--- config.mk ---
export PLATFORM = sky130hd
export DESIGN_NAME = cmp_glitch_filter
export DESIGN_NICKNAME = d
export VERILOG_FILES = /design/src/rtl/cmp_flt_pkg.sv /design/src/rtl/cmp_sync.sv /design/src/rtl/cmp_prescale.sv /design/src/rtl/cmp_run_filter.sv /design/src/rtl/cmp_glitch_filter.sv
export SDC_FILE = /design/constraint.sdc
export NUM_CORES = 1
export LEC_CHECK = 0
export BUFFER_PORTS_ARGS = -buffer_cell sky130_fd_sc_hd__buf_2
export CORE_ASPECT_RATIO = 0.75
export CORE_MARGIN = 4
export CORE_UTILIZATION = 35
export DETAILED_ROUTE_END_ITERATION = 10
export MAX_ROUTING_LAYER = met4
export PLACE_DENSITY = 0.53
export SETUP_SLACK_MARGIN = 0.05
export SYNTH_ARGS = -nofsm -noshare
export SYNTH_HDL_FRONTEND = slang
export SYNTH_SLANG_ARGS = --single-unit
--- constraint.sdc ---
create_clock -name clk_i -period 2.45 [get_ports clk_i]
set_input_delay 0.245 -clock clk_i [delete_from_list [all_inputs] [get_ports clk_i]]
set_output_delay 0.245 -clock clk_i [all_outputs]
set_load 0.05 [all_outputs]
--- src/rtl/cmp_flt_pkg.sv ---
package cmp_flt_pkg;
  typedef enum logic [1:0] {
    DIV_1   = 2'b00,
    DIV_2   = 2'b01,
    DIV_4   = 2'b10,
    DIV_RSV = 2'b11
  } div_code_e;
endpackage

--- src/rtl/cmp_sync.sv ---
module cmp_sync #(
  parameter int STAGES = 2
) (
  input  logic clk_i,
  input  logic rst_ni,
  input  logic d_i,
  output logic q_o
);
  logic [STAGES-1:0] sr_q;

  always_ff @(posedge clk_i or negedge rst_ni) begin
    if (!rst_ni) sr_q <= '0;
    else         sr_q <= {sr_q[STAGES-2:0], d_i};
  end

  assign q_o = sr_q[STAGES-1];
endmodule

--- src/rtl/cmp_prescale.sv ---
module cmp_prescale
  import cmp_flt_pkg::*;
(
  input  logic      clk_i,
  input  logic      rst_ni,
  input  logic      clr_i,
  input  div_code_e div_i,
  output logic      tick_o
);
  logic [1:0] cnt_q;
  logic [1:0] last;

  always_comb begin
    unique case (div_i)
      DIV_2:   last = 2'd1;
      DIV_4:   last = 2'd3;
      default: last = 2'd0;  // reserved code runs at full rate
    endcase
  end

  always_ff @(posedge clk_i or negedge rst_ni) begin
    if (!rst_ni)              cnt_q <= '0;
    else if (clr_i)           cnt_q <= '0;
    else if (cnt_q == last)   cnt_q <= '0;
    else                      cnt_q <= cnt_q + 2'd1;
  end

  assign tick_o = !clr_i && (cnt_q == last);
endmodule

--- src/rtl/cmp_run_filter.sv ---
module cmp_run_filter #(
  parameter int CNT_W = 3
) (
  input  logic             clk_i,
  input  logic             rst_ni,
  input  logic             clr_i,
  input  logic             tick_i,
  input  logic [CNT_W-1:0] code_i,
  input  logic             smp_i,
  output logic             flt_o
);
  localparam int RUN_W = (1 << CNT_W) - 1;

  logic [RUN_W-1:0] run_q, run_inc, need;
  logic             flt_q;
  logic             bypass;

  assign bypass  = (code_i == '0);
  assign need    = bypass ? '0 : (RUN_W'(1) << (code_i - CNT_W'(1)));
  assign run_inc = run_q + RUN_W'(1);

  always_ff @(posedge clk_i or negedge rst_ni) begin
    if (!rst_ni) begin
      run_q <= '0;
      flt_q <= 1'b0;
    end else if (clr_i || bypass) begin
      run_q <= '0;
      flt_q <= 1'b0;
    end else if (tick_i) begin
      if (smp_i == flt_q) begin
        run_q <= '0;
      end else if (run_inc == need) begin
        run_q <= '0;
        flt_q <= smp_i;
      end else begin
        run_q <= run_inc;
      end
    end
  end

  assign flt_o = flt_q;
endmodule

--- src/rtl/cmp_glitch_filter.sv ---
module cmp_glitch_filter
  import cmp_flt_pkg::*;
#(
  parameter int CNT_W       = 3,
  parameter int SYNC_STAGES = 2
) (
  input  logic             clk_i,
  input  logic             rst_ni,
  input  logic             en_i,
  input  logic             cmp_raw_i,
  input  logic             inv_i,
  input  logic [CNT_W-1:0] flt_cnt_i,
  input  logic [1:0]       flt_div_i,
  input  logic             out_sel_i,
  output logic             raw_o,
  output logic             flt_o,
  output logic             pin_o
);
  localparam int CFG_W = CNT_W + 2;

  logic [CFG_W-1:0] cfg_now, cfg_q;
  logic             clr, sync_q, tick, flt_q, raw;

  assign cfg_now = {flt_cnt_i, flt_div_i};

  always_ff @(posedge clk_i or negedge rst_ni) begin
    if (!rst_ni) cfg_q <= '0;
    else         cfg_q <= cfg_now;
  end

  // restart on disable or any filter reconfiguration
  assign clr = !en_i || (cfg_now != cfg_q);

  cmp_sync #(.STAGES(SYNC_STAGES)) u_sync (
    .clk_i  (clk_i),
    .rst_ni (rst_ni),
    .d_i    (cmp_raw_i),
    .q_o    (sync_q)
  );

  assign raw = en_i & (sync_q ^ inv_i);

  cmp_prescale u_pre (
    .clk_i  (clk_i),
    .rst_ni (rst_ni),
    .clr_i  (clr),
    .div_i  (div_code_e'(flt_div_i)),
    .tick_o (tick)
  );

  cmp_run_filter #(.CNT_W(CNT_W)) u_flt (
    .clk_i  (clk_i),
    .rst_ni (rst_ni),
    .clr_i  (clr),
    .tick_i (tick),
    .code_i (flt_cnt_i),
    .smp_i  (raw),
    .flt_o  (flt_q)
  );

  assign raw_o = raw;
  assign flt_o = en_i & ((flt_cnt_i == '0) ? raw : flt_q);
  assign pin_o = out_sel_i ? flt_o : raw_o;
endmodule

==> results of run 1 <==
==> synth_stat cells, types with 4 or more instances <==
cell type,number,share of area
clkbuf_1,4,0.014
dfrtp_1,17,0.39
nand3_1,5,0.023
o21ai_1,4,0.019
xor2_1,8,0.065
nand2_1,10,0.035
nor3_1,4,0.019
nor2_1,5,0.017
xnor2_1,5,0.041
nand2b_1,4,0.023
a21oi_1,5,0.023
==> logic make-up (layout without fill, tap and decap cells) <==
family,Yosys count,count (layout)
simple gates,48,48
compound gates,21,21
flops,17,17
xor+xnor,13,13
buf+inv,8,30
mux,4,4
fa+ha+maj,2,2
==> state kept, by name, indices dropped and copies added (netlist names) <==
name,count
cfg_q,5
u_pre.cnt_q,2
u_flt.run_q,7
u_sync.sr_q,2
u_flt.flt_o,1
==> where the power goes <==
group / internal (µW) / switching, µW
combinational: 31.4 / 50.3
clock: 116 / 101
sequential: 287 / 2.52
==> routing by layer <==
layer / wire length (µm) / vias up
met4: 38 / 0
met3: 97 / 5
met2: 1020 / 13
met1: 1190 / 415
li1: - / 442
met5: 0 / -
==> timing repair <==
action | CTS | global route
hold buffers | 1 | 0
pin swaps | 1 | 2
setup buffers | 1 | 3
gates resized for setup | 0 | 10
hold endpoints to repair | 17 | 0
setup endpoints to repair | 3 | 8
==> final cells by class <==
cell class,count,share of cell area
inverter,3,0.00843
sequential,17,0.321
clock buffer,4,0.0337
multi-input combinational,88,0.495
timing repair buffer,23,0.107
tap,38,0.0356
==> how the worst min path moves through the flow <==
| stage | startpoint | endpoint |
|---|---|---|
| final | cmp_raw_i | u_sync.sr_q[0] |
| after global routing | cmp_raw_i | u_sync.sr_q[0] |
| after CTS | cmp_raw_i | u_sync.sr_q[0] |
| after detailed placement | rst_ni | cfg_q[3] |
| after global placement | rst_ni | cfg_q[3] |
| after floorplan | rst_ni | cfg_q[0] |
==> through the flow <==
step / total power, µW / util / cell area, µm² / std cells
floorplan: 346 / - / 1080 / 113
global placement: 372 / 0.412 / 1210 / 164
detailed placement: 373 / 0.412 / 1210 / 164
CTS: 592 / 0.434 / 1270 / 170
global route: 622 / 0.455 / 1340 / 173
finish: 587 / 0.455 / 1340 / 173
==> impl_metrics.json, run 1 <==
{
  "initial_utilization": 0.367,
  "grt_overflow_total": 0,
  "cts.clk_slew.worst_paths_ns": 0.07,
  "status": "finished clean",
  "synth_seq_cells": 17,
  "viasPerCell": 5.06,
  "fillers": 283,
  "required_ns": 2.60,
  "grt_max_degree": 18,
  "cp-endpoint": "u_flt.run_q[4]",
  "whs_path_depth": 1,
  "syn_nets": 126,
  "dpl_worst_slack_ns": 0.00628,
  "use_met2": 0.191,
  "die_h_um": 56.0,
  "setup_viol": 0,
  "regArea_um2": 428,
  "cts_buffer_depth": 2,
  "fin_tns_setup_ns": 0,
  "rrSetupSlack_ns": 0.13,
  "post_drt_wl_per_cell_um": 13.6,
  "worst_setup_path_end_kind": "register",
  "async_flop_share": 1.00,
  "crit_buf_inv": 1,
  "max-cap-violations": 0,
  "antenna_found_initial": 0,
  "holdWs_ns": 0.0911,
  "vdd_ir_drop_max_mv": 0.248,
  "p_per_area_mw_per_mm2": 440,
  "hp-class": "in2reg",
  "h-tree-depth": 1,
  "dieArea_mm2": 0.00404,
  "max_freq_ghz": 0.431,
  "gr-usage-all-layers": 0.139,
  "post-route-period-util": 0.946,
  "syn_area_per_cell_um2": 9.53,
  "yosys.area_share.simple": 0.261,
  "rows": 17,
  "drcViolationCount": 0,
  "start_kind": "register",
  "synth-compound-area-share": 0.148,
  "crit_type": "reg2reg",
  "top_usage_layer": "met1",
  "drt_iter0_drc": 27,
  "power_leakage_uw": 0.000561,
  "synth_edf_count": 0,
  "nNetsFinal": 149,
  "skew_ns": 0.000459,
  "place_congestion": 0.747,
  "period_minus_slack_ns": 2.32,
  "final_common_cell": "dfrtp_1",
  "core_area_mm2": 0.00294,
  "relSlewSlack": 0.633,
  "r2r-end": "u_flt.run_q[4]",
  "cp_cell_sequence": "ha_4 -> nand3_2 -> or3_4 -> and2_4 -> o311a_4 -> o31ai_4 -> buf_4 -> a21oi_1 -> a21o_1",
  "dp_hpwl_um": 1700,
  "grt_pass1_wl_um": 4200,
  "multi_input_area_um2": 661,
  "path_depth": 9,
  "synthDistinctLibCells": 39,
  "clk_latency_ns": 0.25,
  "cts-buffers-inserted": 3,
  "most-common-layout-cells": "dfrtp_1 (15), buf_2 (13), nand2_1 (10)",
  "drive_gt1_frac": 0.311,
  "ioPinCount": 14,
  "cpPeakStageDelay_ns": 0.42,
  "cp.arrival_ns": 2.47,
  "crit_fanout": 4,
  "cts_sinks": 17,
  "slew_violations": 0,
  "critPathLaunch": "u_flt.run_q[1]",
  "syn_to_final_growth_pct": 23.9,
  "synth-adder-area-share": 0.0232,
  "reg2reg_depth": 9,
  "fin_ws_ns": 0.132,
  "drt-total-wl_um": 2350,
  "hold_viol": 0,
  "die_width_um": 72.1,
  "drtAntennaViolNets": 0,
  "critPathSlowestCell": "dfrtp_1",
  "num_antenna_cells": 0,
  "first_global_vias": 856,
  "cts_tree": "yes",
  "max_slew.worst_pin.slew_ns": 0.549,
  "synth_top_family_by_area": "simple AND/OR/NAND/NOR gates",
  "timing.rr.start": "u_flt.run_q[1]",
  "port_buffers": 13,
  "syn_area_mm2": 0.00108,
  "dr.pass1.iters": 4,
  "ys.flop_type": "dfrtp_1",
  "met1_usage": 0.191,
  "gr-usage-met3": 0.0433,
  "rsz0062_at_grt": "no",
  "ys_seq_area_frac": 0.395,
  "vias": 875,
  "syn_inst": 113,
  "synthMuxAreaShare": 0.0383,
  "synthXorXnorAreaFrac": 0.106,
  "cts_root_buf": "clkbuf_8",
  "ys_warn_count": 0,
  "cp_top_family": "compound AO/OA/AOI/OAI gates"
}
(Power assumes the default switching activity.)
==> run 2: changes to the inputs <==
--- a/config.mk
+++ b/config.mk
@@ -8,10 +8,10 @@
 export BUFFER_PORTS_ARGS = -buffer_cell sky130_fd_sc_hd__buf_2
 export CORE_ASPECT_RATIO = 0.75
 export CORE_MARGIN = 4
-export CORE_UTILIZATION = 35
+export CORE_UTILIZATION = 50
 export DETAILED_ROUTE_END_ITERATION = 10
 export MAX_ROUTING_LAYER = met4
-export PLACE_DENSITY = 0.53
+export PLACE_DENSITY = 0.71
 export SETUP_SLACK_MARGIN = 0.05
 export SYNTH_ARGS = -nofsm -noshare
 export SYNTH_HDL_FRONTEND = slang
==> impl_metrics.json, run 2 (synthesis results as in run 1) <==
{
  "status": "finished clean",
  "port_buffers": 13,
  "core_area_mm2": 0.00203,
  "gr-usage-met3": 0.0582,
  "top_register": "u_flt.run_q",
  "reg2reg_depth": 8,
  "syn_to_final_growth_pct": 17.2,
  "max_freq_ghz": 0.429,
  "drcViolationCount": 0,
  "largest_reg_flops": 7,
  "drtAntennaViolNets": 0,
  "path_depth": 8,
  "initial_utilization": 0.530,
  "cts_buffer_depth": 2,
  "hp-class": "in2reg",
  "setup_viol": 0,
  "ioPinCount": 14,
  "period_minus_slack_ns": 2.33,
  "cts.clk_slew.worst_paths_ns": 0.10,
  "max_slew.worst_pin.slew_ns": 0.487,
  "hold_start": "cmp_raw_i",
  "viasPerCell": 5.70,
  "nNetsFinal": 146,
  "required_ns": 2.64,
  "hold_viol": 0,
  "die_width_um": 61.6,
  "cts_sinks": 17,
  "dieArea_mm2": 0.00297,
  "h-tree-depth": 1,
  "r2r-end": "u_flt.run_q[4]",
  "clk_latency_ns": 0.29,
  "grt_max_degree": 18,
  "total_power_uw": 518,
  "rows": 14,
  "cp.arrival_ns": 2.52,
  "grt_pass1_wl_um": 3890,
  "rrSetupSlack_ns": 0.12,
  "slew_violations": 0,
  "cpPeakStageDelay_ns": 0.41,
  "p_per_area_mw_per_mm2": 411,
  "reg_top3": "u_flt.run_q: 7 flops, cfg_q: 5 flops",
  "cp_cell_sequence": "ha_4 -> nand3_2 -> or3_4 -> and2_4 -> o311a_4 -> o31ai_4 -> a21oi_1 -> a21o_1",
  "top_usage_layer": "met2",
  "whs_path_depth": 1,
  "use_met2": 0.315,
  "most-common-layout-cells": "dfrtp_1 (16), buf_2 (13), nand2_1 (10)",
  "dp_hpwl_um": 1720,
  "cts-buffers-inserted": 3,
  "max-cap-violations": 0,
  "first_global_vias": 868,
  "cts_root_buf": "clkbuf_4",
  "start_kind": "register",
  "fillers": 174,
  "vias": 889,
  "cts_tree": "yes",
  "fin_tns_setup_ns": 0,
  "skew_ns": 0.00700,
  "crit_buf_inv": 0,
  "grt_overflow_total": 0,
  "timing.rr.start": "u_flt.run_q[1]",
  "drt_iter0_drc": 37,
  "gr-usage-all-layers": 0.193,
  "crit_fanout": 7,
  "cp_top_family": "compound AO/OA/AOI/OAI gates",
  "drt-total-wl_um": 2380,
  "min_to": "u_sync.sr_q[0]",
  "power_leakage_uw": 0.000540,
  "antenna_found_initial": 0,
  "rsz0062_at_grt": "no",
  "critPathSlowestCell": "dfrtp_1",
  "place_congestion": 0.786,
  "final_common_cell": "dfrtp_1",
  "num_antenna_cells": 0,
  "post-route-period-util": 0.951,
  "vdd_ir_drop_max_mv": 0.370,
  "relSlewSlack": 0.674,
  "drive_gt1_frac": 0.265,
  "post_drt_wl_per_cell_um": 15.2,
  "crit_type": "reg2reg",
  "dr.pass1.iters": 4,
  "worst_setup_path_end_kind": "register",
  "met1_usage": 0.231,
  "die_h_um": 48.2
}
==> run 2: cell count changes in the layout (fill, tap and decap cells not counted), sizes merged <==
cell and change:
buf -3
==> run 2: per-stage QoR <==
step	area, µm²	setup WS, ns	util	hold slack (ns)	cells
final	1260	0.119	0.621	0.0564	156
after global routing	1260	0.00207	0.621	0.0333	156
after CTS	1210	0.0779	0.597	0.0423	153
after detailed placement	1180	0.0611	0.579	0.192	148
after global placement	1180	0.129	0.579	0.184	148
after floorplan	1080	0.113	-	-0.0506	113
==> run 2: per-layer routing <==
metal  vias to the layer above  part of all wire
li1                        443                 -
met1                       419              0.44
met2                        22              0.50
met3                         5             0.051
met4                         0             0.012
met5                         -                 0
==> run 2: how the worst max path moves through the flow <==
stage / slack [ns] / end / startpoint
after floorplan: 0.11 / u_flt.run_q[2] / u_flt.run_q[0]
after global placement: 0.13 / u_flt.run_q[5] / u_flt.run_q[1]
after detailed placement: 0.06 / u_flt.run_q[4] / u_flt.run_q[1]
after CTS: 0.08 / u_flt.run_q[4] / u_flt.run_q[4]
after global routing: 0.002 / u_flt.run_q[4] / u_flt.run_q[2]
final: 0.12 / u_flt.run_q[4] / u_flt.run_q[1]
==> run 2: where the power goes <==
part | leakage (µW) | total, µW | switching (µW) | internal, µW
Clock | 0.0000150 | 149 | 85.9 | 63.4
Sequential | 0.000220 | 289 | 2.75 | 286
Combinational | 0.000305 | 79.9 | 49.5 | 30.4
Total | 0.000540 | 518 | 138 | 380
==> run 2: area by class of cell <==
class	instances	area [µm²]	area share
sequential	17	427	0.338
tap	24	30.0	0.0238
inverter	3	11.3	0.00892
multi-input combinational	88	648	0.513
timing repair buffer	20	120	0.0951
clock buffer	4	26.3	0.0208
==> run 2: timing repair <==
item / CTS / global route
resized for setup: 0 / 6
hold buffers: 1 / 0
setup buffers: 0 / 3
hold endpoints to repair: 17 / 0
endpoints found under the setup margin: 3 / 8
pin swaps: 1 / 1
==> run 2: worst reg2reg max path: cells and delay by family, from the launching register on <==
family	cells	cell delay [ns]
flip-flops	1	0.41
AND/OR/NAND/NOR	3	0.63
AO/OA/AOI/OAI	4	1.03
adder cells (fa/ha/maj)	1	0.17
